===== src/rtl/evt_gate_pkg.sv =====
package evt_gate_pkg;

  typedef enum logic [1:0] {
    EK_GENERAL = 2'b00,
    EK_IFETCH  = 2'b01,
    EK_UBREAK  = 2'b10,
    EK_OTHER   = 2'b11
  } exc_kind_e;

  typedef enum logic [1:0] {
    SEL_NONE,
    SEL_EXC,
    SEL_NMI,
    SEL_IRQ
  } sel_e;

  // Which block bit governs an exception: instruction-access faults in the
  // return delay slot look at the status from before the restore.
  function automatic logic judge_block(exc_kind_e k, logic in_slot,
                                       logic blk_before, logic blk_after);
    return (in_slot && (k == EK_IFETCH)) ? blk_before : blk_after;
  endfunction

  // An interrupt may pass when unblocked, when sleeping, or when bypassed.
  function automatic logic irq_open(logic blk, logic sleeping, logic bypass);
    return !blk || sleeping || bypass;
  endfunction

  // A user break is dropped in the return delay slot or while blocked.
  function automatic logic ubreak_drop(exc_kind_e k, logic in_slot, logic blk);
    return (k == EK_UBREAK) && (in_slot || blk);
  endfunction

endpackage


===== src/rtl/evt_pend_hold.sv =====
module evt_pend_hold #(
  parameter int N = 2
) (
  input  logic         clk,
  input  logic         rst_n,
  input  logic [N-1:0] req,
  input  logic [N-1:0] grant,
  output logic [N-1:0] pend
);

  logic [N-1:0] req_q;

  for (genvar i = 0; i < N; i++) begin : g_src
    logic rise_w;
    assign rise_w = req[i] && !req_q[i];

    always_ff @(posedge clk or negedge rst_n) begin
      if (!rst_n) begin
        req_q[i] <= 1'b0;
        pend[i]  <= 1'b0;
      end else begin
        req_q[i] <= req[i];
        if (!req[i] || grant[i])
          pend[i] <= 1'b0;
        else if (rise_w)
          pend[i] <= 1'b1;
      end
    end


    grant_clears_chk: assert property (@(posedge clk) disable iff (!rst_n)
      grant[i] |=> !pend[i]);


    withdraw_clears_chk: assert property (@(posedge clk) disable iff (!rst_n)
      !req[i] |=> !pend[i]);
  end

endmodule


===== src/rtl/evt_exc_qual.sv =====
module evt_exc_qual
  import evt_gate_pkg::*;
(
  input  logic       clk,
  input  logic       rst_n,
  input  logic       exc_valid,
  input  logic [1:0] exc_kind,
  input  logic       rte_slot,
  input  logic       blk_now,
  input  logic       blk_prev,
  output logic       exc_take,
  output logic       exc_reset
);

  exc_kind_e kind_w;
  logic      drop_w;
  logic      eff_blk_w;

  assign kind_w    = exc_kind_e'(exc_kind);
  assign drop_w    = ubreak_drop(kind_w, rte_slot, blk_now);
  assign eff_blk_w = judge_block(kind_w, rte_slot, blk_prev, blk_now);

  always_comb begin
    exc_take  = 1'b0;
    exc_reset = 1'b0;
    if (exc_valid && !drop_w) begin
      if (eff_blk_w) exc_reset = 1'b1;
      else           exc_take  = 1'b1;
    end
  end


  ubreak_slot_chk: assert property (@(posedge clk) disable iff (!rst_n)
    (exc_valid && kind_w == EK_UBREAK && rte_slot) |-> !(exc_take || exc_reset));


  ifetch_prev_chk: assert property (@(posedge clk) disable iff (!rst_n)
    (exc_valid && kind_w == EK_IFETCH && rte_slot) |-> (exc_reset == blk_prev));


  exc_excl_chk: assert property (@(posedge clk) disable iff (!rst_n)
    !(exc_take && exc_reset));

endmodule


===== src/rtl/evt_select.sv =====
module evt_select
  import evt_gate_pkg::*;
#(
  parameter int                 CODE_W   = 12,
  parameter logic [CODE_W-1:0]  NMI_CODE = 'h1C0
) (
  input  logic              clk,
  input  logic              rst_n,
  input  logic              exc_take,
  input  logic              exc_reset,
  input  logic [CODE_W-1:0] exc_code,
  input  logic              nmi_pend,
  input  logic              irq_pend,
  input  logic [CODE_W-1:0] irq_code,
  input  logic              blk_now,
  input  logic              sleep_mode,
  input  logic              nmi_pass,
  output logic              grant_nmi,
  output logic              grant_irq,
  output logic              take_pulse,
  output logic              mreset_pulse,
  output logic              save_ok,
  output logic [CODE_W-1:0] evt_code
);

  localparam logic [CODE_W-1:0] MRESET_CODE = CODE_W'(32'h020);

  sel_e              sel_w;
  logic              nmi_ok_w;
  logic              irq_ok_w;
  logic [CODE_W-1:0] code_w;

  assign nmi_ok_w = nmi_pend && irq_open(blk_now, sleep_mode, nmi_pass);
  assign irq_ok_w = irq_pend && irq_open(blk_now, sleep_mode, 1'b0);

  always_comb begin
    if (exc_take || exc_reset) sel_w = SEL_EXC;
    else if (nmi_ok_w)         sel_w = SEL_NMI;
    else if (irq_ok_w)         sel_w = SEL_IRQ;
    else                       sel_w = SEL_NONE;
  end

  assign grant_nmi = (sel_w == SEL_NMI);
  assign grant_irq = (sel_w == SEL_IRQ);

  always_comb begin
    case (sel_w)
      SEL_EXC: code_w = exc_reset ? MRESET_CODE : exc_code;
      SEL_NMI: code_w = NMI_CODE;
      SEL_IRQ: code_w = irq_code;
      default: code_w = '0;
    endcase
  end

  always_ff @(posedge clk or negedge rst_n) begin
    if (!rst_n) begin
      take_pulse   <= 1'b0;
      mreset_pulse <= 1'b0;
      save_ok      <= 1'b0;
      evt_code     <= '0;
    end else begin
      take_pulse   <= (sel_w != SEL_NONE) && !exc_reset;
      mreset_pulse <= exc_reset;
      save_ok      <= (sel_w != SEL_NONE) && !exc_reset;
      evt_code     <= code_w;
    end
  end


  irq_gate_chk: assert property (@(posedge clk) disable iff (!rst_n)
    grant_irq |-> (!blk_now || sleep_mode));


  nmi_gate_chk: assert property (@(posedge clk) disable iff (!rst_n)
    (grant_nmi && blk_now && !sleep_mode) |-> nmi_pass);


  exc_first_chk: assert property (@(posedge clk) disable iff (!rst_n)
    (exc_take || exc_reset) |-> !(grant_nmi || grant_irq));


  one_pulse_chk: assert property (@(posedge clk) disable iff (!rst_n)
    $onehot0({take_pulse, mreset_pulse}));


  reset_code_chk: assert property (@(posedge clk) disable iff (!rst_n)
    mreset_pulse |-> (evt_code == MRESET_CODE));


  save_gate_chk: assert property (@(posedge clk) disable iff (!rst_n)
    save_ok |-> (take_pulse && !mreset_pulse));

endmodule


===== src/rtl/evt_accept_gate.sv =====
module evt_accept_gate #(
  parameter int                CODE_W   = 12,
  parameter logic [CODE_W-1:0] NMI_CODE = 'h1C0
) (
  input  logic              clk,
  input  logic              rst_n,
  input  logic              blk_now,
  input  logic              blk_prev,
  input  logic              sleep_mode,
  input  logic              nmi_pass,
  input  logic              rte_slot,
  input  logic              exc_valid,
  input  logic [1:0]        exc_kind,
  input  logic [CODE_W-1:0] exc_code,
  input  logic              nmi_req,
  input  logic              irq_req,
  input  logic [CODE_W-1:0] irq_code,
  output logic              take_pulse,
  output logic              mreset_pulse,
  output logic              save_ok,
  output logic [CODE_W-1:0] evt_code
);

  localparam int NSRC    = 2;
  localparam int IDX_IRQ = 0;
  localparam int IDX_NMI = 1;

  logic [NSRC-1:0] req_w;
  logic [NSRC-1:0] grant_w;
  logic [NSRC-1:0] pend_w;
  logic            exc_take_w;
  logic            exc_reset_w;
  logic            grant_nmi_w;
  logic            grant_irq_w;

  assign req_w[IDX_IRQ]   = irq_req;
  assign req_w[IDX_NMI]   = nmi_req;
  assign grant_w[IDX_IRQ] = grant_irq_w;
  assign grant_w[IDX_NMI] = grant_nmi_w;

  evt_pend_hold #(.N(NSRC)) u_hold (
    .clk   (clk),
    .rst_n (rst_n),
    .req   (req_w),
    .grant (grant_w),
    .pend  (pend_w)
  );

  evt_exc_qual u_qual (
    .clk       (clk),
    .rst_n     (rst_n),
    .exc_valid (exc_valid),
    .exc_kind  (exc_kind),
    .rte_slot  (rte_slot),
    .blk_now   (blk_now),
    .blk_prev  (blk_prev),
    .exc_take  (exc_take_w),
    .exc_reset (exc_reset_w)
  );

  evt_select #(.CODE_W(CODE_W), .NMI_CODE(NMI_CODE)) u_sel (
    .clk          (clk),
    .rst_n        (rst_n),
    .exc_take     (exc_take_w),
    .exc_reset    (exc_reset_w),
    .exc_code     (exc_code),
    .nmi_pend     (pend_w[IDX_NMI]),
    .irq_pend     (pend_w[IDX_IRQ]),
    .irq_code     (irq_code),
    .blk_now      (blk_now),
    .sleep_mode   (sleep_mode),
    .nmi_pass     (nmi_pass),
    .grant_nmi    (grant_nmi_w),
    .grant_irq    (grant_irq_w),
    .take_pulse   (take_pulse),
    .mreset_pulse (mreset_pulse),
    .save_ok      (save_ok),
    .evt_code     (evt_code)
  );


  single_grant_chk: assert property (@(posedge clk) disable iff (!rst_n)
    $onehot0(grant_w));

endmodule


===== config.mk =====
export PLATFORM = sky130hd
export DESIGN_NAME = evt_accept_gate
export DESIGN_NICKNAME = d
export VERILOG_FILES = /design/src/rtl/evt_gate_pkg.sv /design/src/rtl/evt_pend_hold.sv /design/src/rtl/evt_exc_qual.sv /design/src/rtl/evt_select.sv /design/src/rtl/evt_accept_gate.sv
export SDC_FILE = /design/constraint.sdc
export NUM_CORES = 1
export LEC_CHECK = 0
export BUFFER_PORTS_ARGS = -buffer_cell sky130_fd_sc_hd__buf_2
export CAP_MARGIN = 0
export CORE_MARGIN = 4
export CORE_UTILIZATION = 43
export DETAILED_ROUTE_END_ITERATION = 10
export PLACE_DENSITY = 0.81
export RECOVER_POWER = 100
export SYNTH_ARGS = -nofsm -noshare
export SYNTH_HDL_FRONTEND = slang
export SYNTH_HIERARCHICAL = 1
export SYNTH_SLANG_ARGS = --single-unit

===== constraint.sdc =====
create_clock -name clk -period 2.8 [get_ports clk]
set_clock_uncertainty 0.1 [all_clocks]
set_input_delay 0 -clock clk [delete_from_list [all_inputs] [get_ports clk]]
set_output_delay 0 -clock clk [all_outputs]
set_load 0.01 [all_outputs]

==> metrics.md, run 1 <==
| Metric | Value |
|---|---|
| Clock Sinks | 18 |
| Vias in the first global route | 870 |
| Comb pwr share | between 20% and 30% |
| Fin crit period | between 2 and 2.5 ns |
| Overflow after GRT | 0 |
| Max Cap Viol | 0 |
| Seq/Total Area, Yosys | 56.87% |
| Synth cell count leaders | dfrtp_1 (18), a22o_2 (8), a221o_2 (3), nor3_1 (3) |
| Root buf cell | clkbuf_4 |
| Area of the mapped netlist | just under 800 um2 |
| Drt pass-1 iters | 4 |
| Leak pwr | about 0.67 nW |
| Placer Congestion | a little under 0.8 |
| Worst skew pair latency | approximately 0.30 ns |
| # IOs | between 50 and 60 |
| I/O Buffers | 50 |
| Pwr dens | approximately 460 nW/um2 |
| Max Transition Viols Final | 0 |
| Number of routed nets with antenna violations | 0 |
| Synth Register Bits | 18 |
| Synth area leader | dfrtp_1 |
| Hold_buf cts | 29 |
| Final setup violation count | 0 |
| H-tree depth | 1 |
| Synth area leaders | dfrtp_1 (57%), a22o_2 (10%), a221o_2 (4.3%), nor2b_4 (3.5%), nor3b_2 (3.2%) |
| Share of layout cells above drive strength 1 | about two fifths |
| Status | completed |
| Switching fraction of total power | between 20% and 30% |
| Row cnt | 15 |
| Worst rel slew slack | 37.01% |
| Highest-delay cell along the critical path | dlygate4sd3_1 |
| Most common cell in the netlist | dfrtp_1 |
| Internal Power | 0.4520 mW |
| Residual DRC | 0 |
| Setup TNS | 0 ns |
| Setup crit end kind | register |
| Chip width | slightly above 50 um |
| TritonCTS clock tree | done |
| Layout fillers | roughly 130 |
| Clock power share | 26.2% |
| Yosys warnings | 6 |
| CP peak stage delay | approximately 0.57 ns |
| Peak Freq | about 0.40 GHz |
| RSZ-0062 raised after global routing | false |
| Final hold vios | 0 |
| Post-synth EDFFs | 0 |
| Drt total wl | approximately 2700 um |
| CTS Buffer Depth | 2 |
| Vias per inst | about 5 |
| Mean Syn Cell Area | 14.14 um2 |
| CP Class | in2reg |
| First-pass GRT wire length | ~4300 um |
| Global Route Usage Sum | between 20% and 30% |
| NumNets Final | 173 |
| Crit-path most repeated cell | dlygate4sd3_1 |
| VDD IR max | ~0.36 mV |
| Area grow syn2layout | 69.98% |
| Psw | ~0.16 mW |
| Final worst path period share | 89.03% |
| Synth Flop Type | dfrtp_1 |
| Die area | ~2600 um2 |
| Seq pwr share | 47.7% |
| Critical path, cell by cell | dlygate4sd3_1 > buf_2 > inv_1 > a31oi_1 > nor2_2 > and4b_1 > a221o_2 > dlygate4sd3_1 |
| Area fraction of the dominant cell type after synthesis | between 50% and 60% |
| CTS clk-pin slew, worst paths | roughly 0.10 ns |
| Vias after detailed routing | 820 |
| Post CTS Setup Buffer Count | 0 |
| Core area | 1727 um2 |
| Multi-input gate area | 305.3 um2 |
| Total CTS buffers | 3 |
| Crit path max fanout | 13 |
| Largest net degree at the start of global routing | 19 |
| Die Ht | slightly above 50 um |
| Drt wl/cell | ~17 um |
| Tightest Pin Transition | ~0.94 ns |
| Worst hold path type | in2reg |
| Post_cts resized | 0 |
| Async set or reset register ratio after synthesis | 100.0% |
| Crit path DAT | between 2 and 3 ns |
| Initial DRC Count | 17 |
| Ant diodes | 0 |
| Total Power | a little over 0.6 mW |
| Netlist cell types | 25 |
| Initial antenna violation count | 0 |
| FF+latch area | approximately 450 um2 |
| Post-synthesis instance total | 56 |
| Startpoint class of the critical path | input port |
| Post-Synthesis Net Count | 92 |
| Starting Density | between 40% and 50% |
| CP Data Required Time | between 2 and 3 ns |
worst paths after layout:
| check | startpoint | endpoint | slack [ns] | cells past startpoint |
|---|---|---|---|---|
| worst max-delay path | exc_valid | u_sel/evt_code[5] | 0.31 | 8 |
| worst min-delay path | blk_prev | u_sel/mreset_pulse | 0.05 | 3 |
| worst max register to register | u_hold/pend[1] | u_sel/evt_code[5] | 0.75 | 3 |
| worst min register to register | u_hold/req_q[0] | u_hold/pend[0] | 0.45 | 2 |
| max in group asynchronous | rst_n | u_sel/evt_code[1] | 1.79 | 2 |
| min in group asynchronous | rst_n | u_sel/evt_code[6] | 0.24 | 2 |
cell families after synthesis:
kind of cell           after synthesis  share of synthesized area, %
flip-flops                          18                         56.87
AO/OA/AOI/OAI                       17                         20.38
buffers and inverters                4                         3.475
AND/OR/NAND/NOR                     17                         19.27
cell type report:
class / instances / area share (%)
multi-input combinational: 34 / 22.68
inverter: 1 / 0.2788
tap: 25 / 2.323
clock buffer: 4 / 2.695
sequential: 18 / 33.46
timing repair buffer: 79 / 38.57
critical path, delay by kind of cell:
family | cells | cell delay (ns)
buffers and inverters | 4 | 1.23
AOI/OAI and AO/OA | 2 | 0.83
and+or+nand+nor | 2 | 0.53
registers in the layout, indices dropped and copies added, names as in the netlist:
| register | cells |
|---|---|
| u_sel/evt_code | 12 |
| u_hold/pend | 2 |
| u_hold/req_q | 2 |
| u_sel/mreset_pulse | 1 |
| u_sel/save_ok | 1 |
power by group through the flow:
stage / combinational, mW / sequential (mW) / clock [mW]
global placement: 0.115 / 0.296 / 0
finish: 0.160 / 0.294 / 0.161
CTS: 0.161 / 0.292 / 0.160
detailed placement: 0.120 / 0.297 / 0
floorplan: 0.0524 / 0.308 / 0
global route: 0.172 / 0.296 / 0.181
routing by layer:
metal	track usage [%]	share of wire, %	wire, um	vias up
li1	-	-	-	374
met1	25.90	34	926	409
met2	42.49	59	1596	31
met3	4.373	4.3	115	6
met4	8.072	1.8	49	0
met5	0	0	0	-
layout by cell type (no fill, tap or decap), drive strengths merged:
cell type and instances:
a211oi 1, a21oi 1, a221o 4, a22o 8, a31oi 1, and4b 1, buf 32, clkbuf 22
dfrtp 18, dlygate4sd3 29, inv 1, nand2 2, nand2b 1, nand3 1, nand3b 1, nand4b 1
nor2 1, nor2b 3, nor3 3, nor3b 2, nor4bb 1, o211a 1, o31a 1
through the flow:
| step | hold slack (ns) | instances | setup slack (ns) | utilization [%] | cell area, um2 |
|---|---|---|---|---|---|
| after floorplan | -0.3956 | 56 | 1.412 | - | 792.0 |
| after global placement | -0.1650 | 128 | 1.126 | 60.80 | 1050 |
| after detailed placement | -0.1554 | 128 | 1.029 | 60.80 | 1050 |
| after CTS | 0.01611 | 161 | 0.5793 | 79.71 | 1376 |
| after global routing | 0.06806 | 161 | 0.1846 | 77.97 | 1346 |
| final | 0.05141 | 161 | 0.3072 | 77.97 | 1346 |
No activity file was read; power rests on OpenSTA's default activity.
==> inputs of run 2 (changes only) <==
--- a/config.mk
+++ b/config.mk
@@ -8,9 +8,10 @@
 export BUFFER_PORTS_ARGS = -buffer_cell sky130_fd_sc_hd__buf_2
 export CAP_MARGIN = 0
 export CORE_MARGIN = 4
-export CORE_UTILIZATION = 43
+export CORE_UTILIZATION = 46
+export CTS_BUF_LIST = sky130_fd_sc_hd__clkbuf_8
 export DETAILED_ROUTE_END_ITERATION = 10
-export PLACE_DENSITY = 0.81
+export PLACE_DENSITY = 0.86
 export RECOVER_POWER = 100
 export SYNTH_ARGS = -nofsm -noshare
 export SYNTH_HDL_FRONTEND = slang
==> metrics.md, run 2 (synthesized netlist as in run 1, its figures left out) <==
| Metric | Value |
|---|---|
| Max reg flops | 12 |
| Gr busiest metal | met2 |
| Post_cts resized | 0 |
| CP Data Required Time | between 2 and 3 ns |
| Largest net degree at the start of global routing | 19 |
| Worst skew pair latency | 0.25 ns |
| CP peak stage delay | between 0.5 and 0.6 ns |
| Placed Instances | approximately 120 |
| First-pass GRT wire length | between 4000 and 5000 um |
| VDD IR max | ~0.47 mV |
| Post-Place Setup Slack | approximately 1.1 ns |
| Pwr dens | approximately 480 nW/um2 |
| Drt total wl | between 2000 and 3000 um |
| Worst rel slew slack | 37.37% |
| Post-route cell area | 1329 um2 |
| Drt pass-1 iters | 4 |
| Global Route Usage Sum | a little under a quarter |
| Final worst slack | 0.2138 ns |
| Tightest Pin Transition | approximately 0.94 ns |
| Top Registers | u_sel/evt_code: 12 flops, u_hold/pend: 2 flops, u_hold/req_q: 2 flops |
| Overflow after GRT | 0 |
| Core area | ~1600 um2 |
| H-tree depth | 1 |
| Final setup violation count | 0 |
| Crit path DAT | about 2.6 ns |
| Initial DRC Count | 13 |
| Die area | ~2400 um2 |
| Startpoint class of the critical path | input port |
| Largest register by flop count | u_sel/evt_code |
| Highest-delay cell along the critical path | dlygate4sd3_1 |
| Setup crit end kind | register |
| CTS clk-pin slew, worst paths | 0.07 ns |
| Status | completed |
| Initial antenna violation count | 0 |
| # IOs | 51 |
| Clock Sinks | 18 |
| NumNets Final | 172 |
| Starting Density | between 50% and 60% |
| TritonCTS clock tree | done |
| Vias in the first global route | about 860 |
| Area after DPL | roughly 1000 um2 |
| Most frequent cells in the layout | buf_2 (32), dlygate4sd3_1 (28), clkbuf_1 (18), dfrtp_1 (18), a22o_2 (8) |
| Max Transition Viols Final | 0 |
| Drt wl/cell | around 18 um |
| Total CTS buffers | 3 |
| Fin crit period | approximately 2.6 ns |
| RSZ-0062 raised after global routing | false |
| Placer Congestion | between 0.8 and 0.9 |
| Die Ht | around 50 um |
| Final worst path period share | between 90 and 100% |
| Non-filler cells, final | 150 |
| Number of routed nets with antenna violations | 0 |
| Peak Freq | 0.3867 GHz |
| Leak pwr | roughly 0.66 nW |
| CP Class | in2reg |
| Met2 usage | between 40% and 50% |
| Crit-path most repeated cell | dlygate4sd3_1 |
| Commonest non-fill, non-tap cell in the layout | buf_2 |
| Crit path max fanout | 13 |
| Final hold vios | 0 |
| Max Cap Viol | 0 |
| M1 GR Usage | ~25% |
| Area grow syn2layout | 67.77% |
| Residual DRC | 0 |
| Chip width | slightly below 50 um |
| Setup TNS | 0 ns |
| Post-Route Utilization | between 80% and 90% |
| Share of layout cells above drive strength 1 | about two fifths |
| Root buf cell | clkbuf_8 |
| HPWL Detailed | roughly 1500 um |
| Ant diodes | 0 |
| I/O Buffers | 50 |
| GRT met3 Usage | around 1.5% |
| Worst hold path type | in2reg |
| Vias after detailed routing | 836 |
| Row cnt | 14 |
| Critical path, cell by cell | dlygate4sd3_1 > clkbuf_1 > inv_1 > a31oi_1 > nor2_2 > and4b_1 > a221o_2 > dlygate4sd3_1 |
| Vias per inst | 5.573 |
| CTS Buffer Depth | 2 |
| Post CTS Setup Buffer Count | 0 |
-- run 2: cell types whose count changed in the layout (fill, tap and decap cells not counted), sizes merged --
cell | previous run | this run
clkbuf | 22 | 21
dlygate4sd3 | 29 | 28
-- run 2: report_power, final --
part	internal, mW	switching, mW	leakage [nW]
Sequential	0.283	0.00983	0.232
Clock	0.0957	0.0867	0.0216
Combinational	0.0887	0.0704	0.410
-- run 2: worst max-delay path, delay by kind of cell --
| family | cells | cell delay [ns] |
|---|---|---|
| AOI/OAI and AO/OA | 2 | 0.86 |
| buffers and inverters | 4 | 1.26 |
| and+or+nand+nor | 2 | 0.51 |
-- run 2: path summary, 6_finish.rpt --
kind                            startpoint                  to  slack (ns)  cells after the start
max                              exc_valid   u_sel/evt_code[8]        0.21                      8
min                               nmi_pass       u_sel/save_ok        0.03                      3
max reg2reg                 u_hold/pend[1]   u_sel/evt_code[6]        0.80                      3
min reg2reg                u_hold/req_q[0]      u_hold/pend[0]        0.44                      2
max in group asynchronous            rst_n   u_sel/evt_code[6]        1.70                      2
min in group asynchronous            rst_n  u_sel/mreset_pulse        0.33                      2
-- run 2: stage by stage --
| stage | hold WS, ns | total power, mW |
|---|---|---|
| after floorplan | -0.3956 | 0.3600 |
| after global placement | -0.1638 | 0.4109 |
| after detailed placement | -0.1603 | 0.4167 |
| after CTS | 0.02540 | 0.6296 |
| after global routing | 0.05861 | 0.6586 |
| final | 0.03407 | 0.6344 |
-- run 2: layout make-up --
| class | instances | area (um2) |
|---|---|---|
| inverter | 1 | 3.754 |
| sequential | 18 | 450.4 |
| multi-input combinational | 34 | 305.3 |
| tap | 16 | 20.02 |
| fill | 84 | 230.2 |
| clock buffer | 3 | 41.29 |
| timing repair buffer | 78 | 508.0 |
-- run 2: routing by layer --
| layer | up-vias | wire (um) |
|---|---|---|
| li1 | 374 | - |
| met2 | 44 | 1527 |
| met1 | 410 | 922 |
| met5 | - | 0 |
| met3 | 8 | 151 |
| met4 | 0 | 77 |
-- run 2: what timing repair did --
item,in CTS,in global routing
endpoints found under the hold margin,35,0
endpoints found under the setup margin,0,0
hold buffers,28,0
